## src/rtl/nzs_pkg.sv

```systemverilog
package nzs_pkg;
    localparam int ACT_W = 16;
    localparam int EXP_W = $clog2(ACT_W);
    localparam int CH_W  = 8;
    localparam int WA_W  = 12;
    localparam int CNT_W = 32;

    typedef struct packed {
        logic [ACT_W-1:0] act;
        logic [CH_W-1:0]  chan;
        logic [WA_W-1:0]  waddr;
    } beat_t;
endpackage

```

## src/rtl/nzs_detect.sv

```systemverilog
module nzs_detect
    import nzs_pkg::*;
(
    input  logic [ACT_W-1:0] act,
    input  logic [EXP_W-1:0] exp_n,
    output logic             near_zero
);
    logic [ACT_W-1:0] mag;
    logic [ACT_W-1:0] shifted;

    always_comb begin
        // sign-folded magnitude: negative values are bit-inverted
        mag       = act[ACT_W-1] ? ~act : act;
        shifted   = mag >> exp_n;
        near_zero = (exp_n != '0) && (shifted == '0);
    end
endmodule

```

## src/rtl/nzs_stage.sv

```systemverilog
module nzs_stage
    import nzs_pkg::*;
(
    input  logic  clk,
    input  logic  rst_n,
    input  logic  in_valid,
    output logic  in_ready,
    input  logic  keep,
    input  beat_t in_beat,
    output logic  out_valid,
    input  logic  out_ready,
    output beat_t out_beat
);
    typedef struct packed {
        logic  valid;
        beat_t beat;
    } slot_t;

    slot_t slot_d, slot_q;

    always_comb begin
        in_ready = !slot_q.valid || out_ready;
        slot_d   = slot_q;
        if (out_ready) begin
            slot_d.valid = 1'b0;
        end
        if (in_valid && in_ready && keep) begin
            slot_d.valid = 1'b1;
            slot_d.beat  = in_beat;
        end
    end

    always_ff @(posedge clk or negedge rst_n) begin
        if (!rst_n) begin
            slot_q <= '0;
        end else begin
            slot_q <= slot_d;
        end
    end

    assign out_valid = slot_q.valid;
    assign out_beat  = slot_q.beat;

    assert_hold_stalled_R8: assert property (@(posedge clk) disable iff (!rst_n)
        (out_valid && !out_ready) |=> (out_valid && $stable(out_beat)))
        else $error("stalled beat changed");

    assert_no_accept_full_R8: assert property (@(posedge clk) disable iff (!rst_n)
        (out_valid && !out_ready) |-> !in_ready)
        else $error("input taken while slot full and stalled");
endmodule

```

## src/rtl/nzs_counters.sv

```systemverilog
module nzs_counters
    import nzs_pkg::*;
(
    input  logic             clk,
    input  logic             rst_n,
    input  logic             clr,
    input  logic             fire,
    input  logic             dropped,
    output logic [CNT_W-1:0] skip_cnt,
    output logic [CNT_W-1:0] total_cnt
);
    typedef struct packed {
        logic [CNT_W-1:0] skip;
        logic [CNT_W-1:0] total;
    } cnt_t;

    cnt_t cnt_d, cnt_q;

    always_comb begin
        cnt_d = cnt_q;
        if (clr) begin
            cnt_d = '0;
        end else if (fire) begin
            cnt_d.total = cnt_q.total + 1'b1;
            if (dropped) begin
                cnt_d.skip = cnt_q.skip + 1'b1;
            end
        end
    end

    always_ff @(posedge clk or negedge rst_n) begin
        if (!rst_n) begin
            cnt_q <= '0;
        end else begin
            cnt_q <= cnt_d;
        end
    end

    assign skip_cnt  = cnt_q.skip;
    assign total_cnt = cnt_q.total;

    assert_clear_wins_R7: assert property (@(posedge clk) disable iff (!rst_n)
        clr |=> (skip_cnt == '0 && total_cnt == '0))
        else $error("clear did not zero counters");

    assert_idle_no_count_R6: assert property (@(posedge clk) disable iff (!rst_n)
        (!fire && !clr) |=> ($stable(total_cnt) && $stable(skip_cnt)))
        else $error("counter moved without an accepted beat");
endmodule

```

## src/rtl/nz_skip_filter.sv

```systemverilog
module nz_skip_filter
    import nzs_pkg::*;
(
    input  logic             clk,
    input  logic             rst_n,
    input  logic             clr,
    input  logic [EXP_W-1:0] thr_exp,
    input  logic             in_valid,
    output logic             in_ready,
    input  logic [ACT_W-1:0] in_act,
    input  logic [CH_W-1:0]  in_chan,
    input  logic [WA_W-1:0]  in_waddr,
    output logic             out_valid,
    input  logic             out_ready,
    output logic [ACT_W-1:0] out_act,
    output logic [CH_W-1:0]  out_chan,
    output logic [WA_W-1:0]  out_waddr,
    output logic             wf_valid,
    output logic [WA_W-1:0]  wf_addr,
    output logic [CNT_W-1:0] skip_cnt,
    output logic [CNT_W-1:0] total_cnt
);
    logic  near_zero;
    logic  in_fire;
    beat_t in_beat;
    beat_t out_beat;

    assign in_beat = '{act: in_act, chan: in_chan, waddr: in_waddr};

    nzs_detect u_detect (
        .act       (in_act),
        .exp_n     (thr_exp),
        .near_zero (near_zero)
    );

    nzs_stage u_stage (
        .clk       (clk),
        .rst_n     (rst_n),
        .in_valid  (in_valid),
        .in_ready  (in_ready),
        .keep      (!near_zero),
        .in_beat   (in_beat),
        .out_valid (out_valid),
        .out_ready (out_ready),
        .out_beat  (out_beat)
    );

    assign in_fire = in_valid && in_ready;

    nzs_counters u_counters (
        .clk       (clk),
        .rst_n     (rst_n),
        .clr       (clr),
        .fire      (in_fire),
        .dropped   (near_zero),
        .skip_cnt  (skip_cnt),
        .total_cnt (total_cnt)
    );

    assign out_act   = out_beat.act;
    assign out_chan  = out_beat.chan;
    assign out_waddr = out_beat.waddr;
    assign wf_valid  = out_valid && out_ready;
    assign wf_addr   = out_beat.waddr;

    assert_zero_dropped_R1: assert property (@(posedge clk) disable iff (!rst_n)
        (in_fire && in_act == '0 && thr_exp != '0 && out_ready) |=> !out_valid)
        else $error("zero activation forwarded with skipping on");

    assert_off_forwards_R3: assert property (@(posedge clk) disable iff (!rst_n)
        (in_fire && thr_exp == '0) |=> (out_valid && out_act == $past(in_act)))
        else $error("item lost with skipping disabled");

    assert_max_exp_drops_R4: assert property (@(posedge clk) disable iff (!rst_n)
        (in_fire && thr_exp == '1 && out_ready) |=> !out_valid)
        else $error("item forwarded at largest exponent");
endmodule

```

## config.mk

```make
export PLATFORM = sky130hd
export DESIGN_NAME = nz_skip_filter
export DESIGN_NICKNAME = d
export VERILOG_FILES = /design/src/rtl/nzs_pkg.sv /design/src/rtl/nzs_detect.sv /design/src/rtl/nzs_stage.sv /design/src/rtl/nzs_counters.sv /design/src/rtl/nz_skip_filter.sv
export SDC_FILE = /design/constraint.sdc
export NUM_CORES = 1
export LEC_CHECK = 0
export BUFFER_PORTS_ARGS = -buffer_cell sky130_fd_sc_hd__buf_2
export CAP_MARGIN = 20
export CELL_PAD_IN_SITES_DETAIL_PLACEMENT = 1
export CELL_PAD_IN_SITES_GLOBAL_PLACEMENT = 1
export CORE_MARGIN = 2
export CORE_UTILIZATION = 40
export DETAILED_ROUTE_END_ITERATION = 8
export HOLD_SLACK_MARGIN = 0.12
export PLACE_DENSITY = 0.89
export SLEW_MARGIN = 40
export SYNTH_ARGS = -nofsm -noshare
export SYNTH_HDL_FRONTEND = slang
export SYNTH_HIERARCHICAL = 1
export SYNTH_SLANG_ARGS = --single-unit
```

## constraint.sdc

```tcl
create_clock -name clk -period 2.9 [get_ports clk]
set_clock_uncertainty 0.15 [all_clocks]
set_input_delay 0.435 -clock clk [delete_from_list [all_inputs] [get_ports clk]]
set_output_delay 0.435 -clock clk [all_outputs]
set_load 0.005 [all_outputs]
```

==> After elaboration in Yosys (flattened, before gate mapping) <==
Cells that the tools add are included.
{ "totals": {"latch_bits": 0, "ramBits": 0, "memories": 0, "romBits": 0, "regBits": 101} }
{ "op_classes": {"shifts": 1, "reduce_logical": 13, "n_lt_le_gt_ge": 0, "div": 0, "eq_ne": 0, "addsub": 2, "mul": 0, "bitwise": 1, "muxes": 6} }
{ "op_table": {"columns": ["op", "n"], "rows": [
  ["64-bit two-way mux", 2],
  ["32-bit by 1-bit adder with 32-bit output (second input constant)", 2],
  ["37-bit two-way mux", 1],
  ["32-bit two-way mux", 1],
  ["16-bit zero test", 1],
  ["16-bit two-way mux", 1],
  ["16-bit NOT", 1],
  ["16-bit by 4-bit >> shifter with 16-bit output", 1],
  ["2-bit nonzero test", 3],
  ["1-bit logical AND", 4],
  ["4-bit nonzero test", 1],
  ["1-bit zero test", 2],
  ["2-bit AND reduction", 1],
  ["1-bit logical OR", 1],
  ["1-bit two-way mux", 1]
]} }

==> Logic depth before layout (Yosys ltp) <==
Gate-level depths: netlist (run 1).
{ "depth": {"word_depth": 8, "depth_mapped": 12, "mapped_depth_nobuf": 9} }

==> Cells and area by module <==
Netlist (run 1), hierarchy kept.
{ "modules_own_cells": {"columns": ["mod", "cells_per_inst", "area_per_inst_um2", "instances"], "rows": [
  ["nzs_counters", 375, 3494.6, 1],
  ["nzs_stage", 81, 1559.0, 1],
  ["nzs_detect", 47, 325.3, 1],
  ["nz_skip_filter", 15, 106.4, 1]
]} }

==> Worst setup path after synthesis (run 1) <==
Ideal clock, no wire load.
{ "synth_path": {"kind": "in2reg", "from": "input port thr_exp[0]", "to": "register u_counters.cnt_q, in the netlist u_counters/skip_cnt[28]", "arrival_ps": 2911, "path_buffers": 2, "setup_slack_ps": -288, "stages": 11, "path_cell_list": "buf_6 -> mux2i_1 -> mux2i_1 -> a21oi_1 -> nor3_1 -> a32o_1 -> a21oi_2 -> or4_1 -> buf_2 -> nor4_2 -> mux2_1"} }
{ "synth_between": {"elab_chain_len": 5, "word_cells_on_any_way": 6, "cone_classes": "1 x shift; 5 x reduce/logical"} }
{ "synth_rtl": {"columns": ["element", "line", "source"], "rows": [
  ["from (decl)", "nz_skip_filter.sv:7", "input logic [EXP_W-1:0] thr_exp,"],
  ["16-bit by 4-bit >> shifter with 16-bit output", "nzs_detect.sv:14", "shifted = mag >> exp_n;"],
  ["16-bit zero test", "nzs_detect.sv:15", "near_zero = (exp_n != '0) && (shifted == '0);"],
  ["1-bit logical AND *", "nzs_detect.sv:15", null],
  ["named net near_zero", "nz_skip_filter.sv:23", "logic near_zero;"],
  ["2-bit nonzero test (no line) *", null, null],
  ["2-bit AND reduction (no line) *", null, null],
  ["to (signal assigned)", "nzs_counters.sv:35", "cnt_q <= cnt_d;"],
  ["to (decl)", "nzs_counters.sv:17", "cnt_t cnt_d, cnt_q;"]
]} }
Mark *: on every way through the listed nets, which the timed path passes. The rest lies on a longest branch.
A chain may end at the register's enable or synchronous reset.

==> Final worst setup path (run 1) <==
{ "layout_path": {"from": "input port thr_exp[0]", "to": "register u_counters.cnt_q, in the netlist u_counters/skip_cnt[31]"} }
The elaborated chain is that of the path after synthesis.

==> metrics.txt, run 1 <==
Area Overhead vs Synth 26.25%; die area 14670 um^2; met1 WL between 6 and 7 mm; RSZ-0062 raised after global routing true; Worst VDD drop 0.2746 mV; top post-synthesis cells by area dfrtp_1 (46%), mux2_4 (8.2%), mux2_1 (2.9%); MaxCap Viol Count 0; GRT Util Overall between 20 and 25%; leak pwr 3.243 nW; Startpoint Class input pin; Worst-Margin Slew roughly 0.6 ns; Hold Crit Endpoint u_stage/out_beat[17]$_DFFE_PN0P_; TNS Setup -0.008328 ns; final wirelength approximately 16 mm; WP data required approximately 3 ns; Most used DFF post-synth dfrtp_1; Die Y 121.1 um; met3 wire length between 600 and 700 um; antenna violations before repair 1; R2R Path End u_counters/total_cnt[31]$_DFFE_PN0P_; vias in the first global route 4987; # DRC 0; R2R depth 6; minimum hold slack 0.1597 ns; r2r startpoint u_stage/out_valid$_DFFE_PN0P_; worst setup margin -0.008328 ns; Setup-failing EPs final 1; syn nets 565; WHS Path Cells 2; commonest non-fill, non-tap cell in the layout buf_2; WL/cell between 15 and 20 um; fin nets 729; PortBufs 159; CTS sink cnt 101; flops & latches, synth slightly above 100; slowest CP cell or4_4; critical path class input pin to flop; share of cells above drive strength 1 39.59%; crit path max fanout 7; DR vias/cell 5.470; post-synthesis sequential area ratio 46.08%; CTS tree done; Synth Warn # 6; Power per Cell Area about 480 nW/um^2; # H-tree levels 3; Core ar. 13300 um^2; f_max 343.8 MHz; first-pass GRT wire length 25.83 mm; met2 WL post-DR 8.752 mm; number of synthesized flops with an enable pin 0; total grt overflow 0; GPL Wtd Cong 0.8183; post-route ant nets 0; first drt pass iteration count 4; status finished, violations left; initial DRC count 195; die width 121.1 um; Critical Path, Cell by Cell buf_6 > mux2i_4 > mux2i_2 > nand3_1 > nor3_1 > a32o_2 > a21oi_4 > or4_4 > nor4_2 > mux2_2; fin crit period 2.908 ns; CTS buffer count 9; Final HPWL DP 11.52 mm; via count 4726; top-area cell type share of the netlist area 46.08%; Max clock buf depth 2; slowest cell delay on critical path between 0.5 and 0.6 ns; Highest Signal Layer met4; WP data arrival approximately 3.0 ns; asr flop ratio synth 100.0%; top cell family by delay on the critical path simple AND/OR/NAND/NOR gates; cell area after synthesis 5485 um^2; Slew headroom 60.00%; Yosys cell types 47; Starting Density roughly two fifths; worst reg2reg setup slack 0.28 ns; Fin. Hold Viols 0; syn avg cell area 10.59 um^2; most frequent cells in the layout buf_2 (157), dfrtp_1 (101), nor2_1 (42); launch point of the worst path thr_exp[0]; Worst Setup End Kind flop; Tcrit/Tclk final 100.3%; failing checks setup timing; Synth Instances around 520; Clock Latency Late Sink 0.35 ns; Root Driver clkbuf_16; # IOs 160; CP bufs+invs 1; largest net degree at the start of global routing 48; Rows 42; final slew viol count 0; Clock transition at path regs 0.07 ns; dominant cell type by area after synthesis dfrtp_1; hold_sp in_chan[5]; min-delay worst type input pin to flop
-- synthesized netlist by cell type (9+ instances only) --
cell,n
a21oi_1,30
and4_1,9
buf_4,13
clkbuf_1,10
dfrtp_1,101
inv_1,12
mux2_1,14
mux2_4,30
mux2i_1,15
nand2_1,27
nand3_1,18
nand4_1,17
nor2_1,42
nor2b_1,16
nor4_1,18
o21ai_0,13
o31ai_1,17
or3_1,15
or4_1,19
xnor2_1,11
-- layout make-up --
type                    count  area, um^2
clock buffers              10       239.0
flip-flops and latches    101        2527
well taps                 176       220.2
diodes                      1       2.502
repair buffers            193        1130
clock inverters             6       43.79
inverters                  13       48.80
fillers                  1561        6370
multi-input cells         364        2714
-- what timing repair did --
action / in CTS / in global routing
setup endpoints to repair: 13 / 41
pin swaps: 0 / 3
gates cloned: 0 / 2
setup buffers: 1 / 1
endpoints found under the hold margin: 31 / 0
gates resized for setup: 3 / 15
hold buffers: 1 / 0
-- stage by stage --
stage | power [mW] | setup WS [ns] | area, um^2 | utilization (%) | instances
5_1_grt | 3.465 | -0.04020 | 6925 | 52.09 | 864
3_3_place_gp | 2.100 | -0.2043 | 6472 | 48.68 | 842
6_report | 3.320 | -0.008328 | 6925 | 52.09 | 864
4_1_cts | 3.329 | 0.04398 | 6783 | 51.02 | 860
3_5_place_dp | 2.135 | -0.3968 | 6472 | 48.68 | 842
2_1_floorplan | 1.913 | -0.06502 | 5525 | - | 518
-- per-layer routing --
| metal | global-route usage (%) | vias up |
|---|---|---|
| met5 | 0 | - |
| met4 | 6.177 | 0 |
| met3 | 4.934 | 24 |
| met2 | 40.84 | 110 |
| met1 | 25.81 | 2396 |
| li1 | - | 2196 |
-- kinds of logic after synthesis --
family | Yosys count | share of synthesized area (%)
simple gates | 210 | 21.85
flops | 101 | 46.08
mux | 67 | 15.47
compound gates | 66 | 7.117
buf+inv | 53 | 5.999
xor+xnor | 19 | 3.034
fa+ha+maj | 2 | 0.4561
-- sequential cells by signal (all words and copies together) (netlist names) --
signal and count:
u_counters/skip_cnt 32, u_stage/out_beat 36, u_stage/out_valid 1, u_counters/total_cnt 32
-- report_power, final --
part	leakage, nW	switching (mW)	internal [mW]
Clock	0.139	0.564	0.611
Sequential	1.33	0.0715	1.51
Combinational	1.78	0.252	0.317
Total	3.24	0.887	2.43
-- how the worst max path moves through the flow --
stage / endpoint / depth (start not counted)
6_report: u_counters/skip_cnt[31]$_DFFE_PN0P_ / 10
5_1_grt: u_counters/skip_cnt[31]$_DFFE_PN0P_ / 10
4_1_cts: u_counters/skip_cnt[31]$_DFFE_PN0P_ / 10
3_5_place_dp: u_counters/skip_cnt[31]$_DFFE_PN0P_ / 10
3_3_place_gp: u_stage/out_beat[31]$_DFFE_PN0P_ / 13
2_1_floorplan: u_counters/skip_cnt[31]$_DFFE_PN0P_ / 10
No activity file was read; power rests on OpenSTA's default activity.
==> run 2: changes to the inputs <==
--- a/config.mk
+++ b/config.mk
@@ -7,7 +7,7 @@
 export LEC_CHECK = 0
 export BUFFER_PORTS_ARGS = -buffer_cell sky130_fd_sc_hd__buf_2
 export CAP_MARGIN = 20
-export CELL_PAD_IN_SITES_DETAIL_PLACEMENT = 1
+export CELL_PAD_IN_SITES_DETAIL_PLACEMENT = 0
 export CELL_PAD_IN_SITES_GLOBAL_PLACEMENT = 1
 export CORE_MARGIN = 2
 export CORE_UTILIZATION = 40
==> run 2 against run 1 <==
Effect of this change: setup slack better by 0.11 ns; via count is 2.5% lower; critical path type unchanged; the flow now finishes without violations; critical endpoint unchanged; first-iteration DRC count is 52% higher; worst hold slack better by 0.0065 ns; sequential share of layout area is 0.41 points higher; register-to-register slack better by 0.08 ns.
==> metrics.txt, run 2 (same netlist as run 1, synthesis figures left out) <==
MaxCap Viol Count 0; first drt pass iteration count 5; leak pwr between 3 and 4 nW; worst setup margin just under 0.1 ns; Rows 42; DR vias/cell roughly 5.4; post-route ant nets 0; critical path class input pin to flop; WHS Path Cells 2; diodes inserted 0; CTS buffer count 9; via count 4610; min-delay worst type input pin to flop; CTS sink cnt 101; Clock Latency Late Sink 0.35 ns; first-pass GRT wire length 22.59 mm; PortBufs 159; Max clock buf depth 2; Finished Layout Cells between 800 and 900; Hold Crit Endpoint u_stage/out_beat[9]$_DFFE_PN0P_; worst reg2reg setup slack 0.36 ns; Slew headroom about three fifths; fin nets 725; post-placement setup slack -0.2976 ns; largest net degree at the start of global routing 48; Worst-Margin Slew 0.5941 ns; Worst Setup End Kind flop; minimum hold slack 0.1662 ns; f_max about 360 MHz; R2R depth 6; # IOs 160; dpl cells 842; Core ar. 13300 um^2; initial DRC count 296; r2r startpoint u_stage/out_valid$_DFFE_PN0P_; vias in the first global route 4422; Tcrit/Tclk final 96.61%; Die Y 121.1 um; crit path max fanout 7; die width 121.1 um; Setup-failing EPs final 0; # DRC 0; Final HPWL DP 9.898 mm; Startpoint Class input pin; overall power 3.415 mW; WL/cell ~16 um; WP data required 2.99 ns; final slew viol count 0; TNS Setup 0 ns; post-CTS setup buffers 0; WP data arrival 2.89 ns; share of cells above drive strength 1 38.71%; status finished clean; # H-tree levels 3; R2R Path End u_counters/total_cnt[29]$_DFFE_PN0P_; CTS tree done; GPL Wtd Cong 0.8183; Area Overhead vs Synth 24.86%; die area ~15000 um^2; Root Driver clkbuf_16; Worst VDD drop 0.2829 mV; fin crit period 2.802 ns; Clock transition at path regs 0.07 ns; Power per Cell Area approximately 500 nW/um^2; Starting Density 41.26%; Fin. Hold Viols 0; total grt overflow 0; GRT Util Overall around a fifth; most frequent cells in the layout buf_2 (157), dfrtp_1 (101), nor2_1 (42); antenna violations before repair 0; commonest non-fill, non-tap cell in the layout buf_2; hold_sp in_waddr[9]; final wirelength 13.87 mm; Largest register FFs 36
## run 2: changes by cell type in the layout (fill, tap and decap cells not counted), sizes merged
cell / change
buf: -2
bufinv: +2
clkbuf: -2
clkinv: -3
clkinvlp: +1
diode: -1
inv: -1
## run 2: timing repair
item,4_1_cts,5_1_grt
endpoints found under the hold margin,31,0
gates resized for setup,0,11
hold buffers,1,0
setup endpoints to repair,0,51
## run 2: stage by stage
stage / utilization, % / instance area [um^2]
6_report: 51.52 / 6849
5_1_grt: 51.52 / 6849
4_1_cts: 51.19 / 6805
3_5_place_dp: 48.68 / 6472
3_3_place_gp: 48.68 / 6472
2_1_floorplan: - / 5525
## run 2: layer usage
layer	track usage [%]	up-vias	routed length [um]
met5	0	-	0
met4	5.523	0	161
met3	4.135	14	625
met2	32.76	118	7194
met1	24.53	2292	5888
li1	-	2186	-
## run 2: how the worst max path moves through the flow
| stage | startpoint | to | depth (start not counted) | slack, ns |
|---|---|---|---|---|
| 3_3_place_gp | thr_exp[0] | u_stage/out_beat[31]$_DFFE_PN0P_ | 13 | -0.20 |
| 4_1_cts | thr_exp[0] | u_counters/skip_cnt[31]$_DFFE_PN0P_ | 10 | 0.07 |
| 3_5_place_dp | thr_exp[0] | u_counters/skip_cnt[31]$_DFFE_PN0P_ | 10 | -0.30 |
| 5_1_grt | thr_exp[0] | u_counters/skip_cnt[31]$_DFFE_PN0P_ | 10 | -0.0002 |
| 6_report | thr_exp[0] | u_counters/skip_cnt[31]$_DFFE_PN0P_ | 10 | 0.1 |
| 2_1_floorplan | thr_exp[0] | u_counters/skip_cnt[31]$_DFFE_PN0P_ | 10 | -0.07 |
## run 2: layout make-up
class | instances | area (um^2)
Clock buffer | 10 | 239.0
Fill cell | 1244 | 6446
Multi-Input combinational cell | 364 | 2685
Inverter | 13 | 48.80
Clock inverter | 5 | 83.83
Timing Repair Buffer | 189 | 1045
Sequential cell | 101 | 2527
Tap cell | 176 | 220.2
## run 2: worst max-delay path, cell delays in order
cell	delay, ns
buf_4	0.14
mux2i_1	0.25
mux2i_1	0.31
nor2_1	0.06
o21ai_0	0.19
a32o_2	0.25
a21oi_4	0.08
or4_4	0.52
nor4_4	0.30
mux2_2	0.35
## run 2: power by group
part           internal (mW)  switching, mW  total (mW)
combinational          0.294          0.227       0.521
sequential              1.51         0.0688        1.58
clock                  0.778          0.541        1.32
==> run 3: changes to the inputs <==
--- a/config.mk
+++ b/config.mk
@@ -5,7 +5,7 @@
 export SDC_FILE = /design/constraint.sdc
 export NUM_CORES = 1
 export LEC_CHECK = 0
-export BUFFER_PORTS_ARGS = -buffer_cell sky130_fd_sc_hd__buf_2
+export BUFFER_PORTS_ARGS = -buffer_cell sky130_fd_sc_hd__clkbuf_2
 export CAP_MARGIN = 20
 export CELL_PAD_IN_SITES_DETAIL_PLACEMENT = 0
 export CELL_PAD_IN_SITES_GLOBAL_PLACEMENT = 1
==> run 3 against run 2 <==
Effect of this change: worst hold slack got worse by 0.0021 ns; non-clock buffer count decreased by 5; flip-flop and latch count is the same.
==> metrics.txt, run 3 (same netlist as run 1, synthesis figures left out) <==
largest net degree at the start of global routing 81; f_max 354.2 MHz; Critical Path, Cell by Cell buf_4 > mux2i_1 > mux2i_1 > a21oi_1 > nor2_1 > a32o_2 > a21oi_4 > or4_4 > buf_4 > or3_1 > a21oi_1; final wirelength 13.45 mm; most frequent cells in the layout clkbuf_2 (157), dfrtp_1 (101), nor2_1 (42); first drt pass iteration count 4; Setup-failing EPs final 0; vias in the first global route 4380; Clock transition at path regs 0.07 ns; die area roughly 15000 um^2; Filler Cells Inserted 1218; first-pass GRT wire length 22.07 mm; WL/cell 15.75 um; PortBufs 159; Worst-Margin Slew 0.5843 ns; die width between 100 and 150 um; CP bufs+invs 2; hold_sp in_waddr[6]; R2R depth 6; # H-tree levels 3; antenna violations before repair 0; share of cells above drive strength 1 38.05%; WP data required around 3.0 ns; CTS sink cnt slightly above 100; WHS Path Cells 2; Worst Setup End Kind flop; worst reg2reg setup slack 0.49 ns; dpl cells 836; TNS Setup 0 ns; DR vias/cell 5.358; Power per Cell Area 477.6 nW/um^2; CTS tree done; slowest CP cell or4_4; status finished clean; Max clock buf depth 2; slowest cell delay on critical path 0.51 ns; Post-DP Area 6440 um^2; CTS buffer count 9; Slew headroom 61.04%; final slew viol count 0; leak pwr ~3.2 nW; fin crit period 2.824 ns; via count 4576; GRT Util Overall 18.73%; critical path class input pin to flop; post-route ant nets 0; r2r startpoint u_stage/out_valid$_DFFE_PN0P_; total grt overflow 0; Die Y roughly 120 um; overall power 3.235 mW; # IOs 160; Area Overhead vs Synth 23.47%; worst setup margin 0.07637 ns; Tcrit/Tclk final 97.37%; diodes inserted 0; MaxCap Viol Count 0; post-route cell area between 6000 and 7000 um^2; Clock Latency Late Sink 0.35 ns; Finished Layout Cells 854; Fin. Hold Viols 0; initial DRC count 297; Hold Crit Endpoint u_stage/out_beat[6]$_DFFE_PN0P_; top cell family by delay on the critical path simple AND/OR/NAND/NOR gates; crit path max fanout 7; R2R Path End u_counters/total_cnt[31]$_DFFE_PN0P_; Worst VDD drop 0.2529 mV; Final HPWL DP 9.662 mm; GPL Wtd Cong 0.8435; fin nets 720; Rows 42; Core ar. about 13000 um^2; Startpoint Class input pin; commonest non-fill, non-tap cell in the layout clkbuf_2; Starting Density approximately 41%; Largest register FFs 36; WP data arrival ~3 ns; # DRC 0; Root Driver clkbuf_16; min-delay worst type input pin to flop; post-placement setup slack -0.3543 ns
[run 3: changes by cell type in the layout (fill, tap and decap cells not counted), moves of 2 or more]
cell | before | now
inv_6 | 1 | 4
buf_2 | 157 | 0
buf_4 | 29 | 23
clkbuf_2 | 0 | 157
bufinv_16 | 2 | 0
clkinv_2 | 0 | 2
[run 3: stage by stage]
| step | utilization [%] | hold slack [ns] |
|---|---|---|
| floorplan | - | -0.01059 |
| global placement | 48.44 | 0.2798 |
| detailed placement | 48.44 | 0.2823 |
| CTS | 50.64 | 0.1496 |
| global route | 50.94 | 0.1551 |
| finish | 50.94 | 0.1641 |
[run 3: repair_timing]
item / in CTS / in global routing
gates cloned: 0 / 0
endpoints found under the setup margin: 1 / 13
endpoints found under the hold margin: 34 / 0
pin swaps: 0 / 4
setup buffers: 0 / 1
hold buffers: 1 / 0
gates resized for setup: 1 / 8
[run 3: routing by layer]
layer	part of all wire, %	vias up	track usage (%)
met5	0	-	0
met2	50	123	30.90
met1	43	2249	24.61
met4	2.2	0	7.267
li1	-	2180	-
met3	4.3	24	3.102
[run 3: worst max path at each step]
stage | start | slack [ns] | endpoint | cells past startpoint
6_report | thr_exp[0] | 0.08 | u_counters/skip_cnt[15]$_DFFE_PN0P_ | 11
3_5_place_dp | thr_exp[0] | -0.35 | u_counters/skip_cnt[27]$_DFFE_PN0P_ | 10
3_3_place_gp | thr_exp[0] | -0.21 | u_counters/skip_cnt[31]$_DFFE_PN0P_ | 10
5_1_grt | thr_exp[0] | -0.02 | u_counters/skip_cnt[13]$_DFFE_PN0P_ | 11
4_1_cts | thr_exp[0] | 0.005 | u_counters/skip_cnt[31]$_DFFE_PN0P_ | 10
2_1_floorplan | thr_exp[0] | -0.07 | u_counters/skip_cnt[31]$_DFFE_PN0P_ | 10
[run 3: area by class of cell]
| class | instances | area [um^2] | area share, % |
|---|---|---|---|
| clock inverters | 7 | 52.55 | 0.7759 |
| clock buffers | 9 | 225.2 | 3.325 |
| well taps | 176 | 220.2 | 3.251 |
| flip-flops and latches | 101 | 2527 | 37.32 |
| inverters | 13 | 48.80 | 0.7205 |
| multi-input cells | 364 | 2679 | 39.55 |
| repair buffers | 184 | 1020 | 15.06 |
[run 3: power by group]
| group | switching [mW] | total [mW] | internal (mW) |
|---|---|---|---|
| Clock | 0.556 | 1.15 | 0.592 |
| Combinational | 0.222 | 0.510 | 0.288 |
| Sequential | 0.0710 | 1.58 | 1.51 |
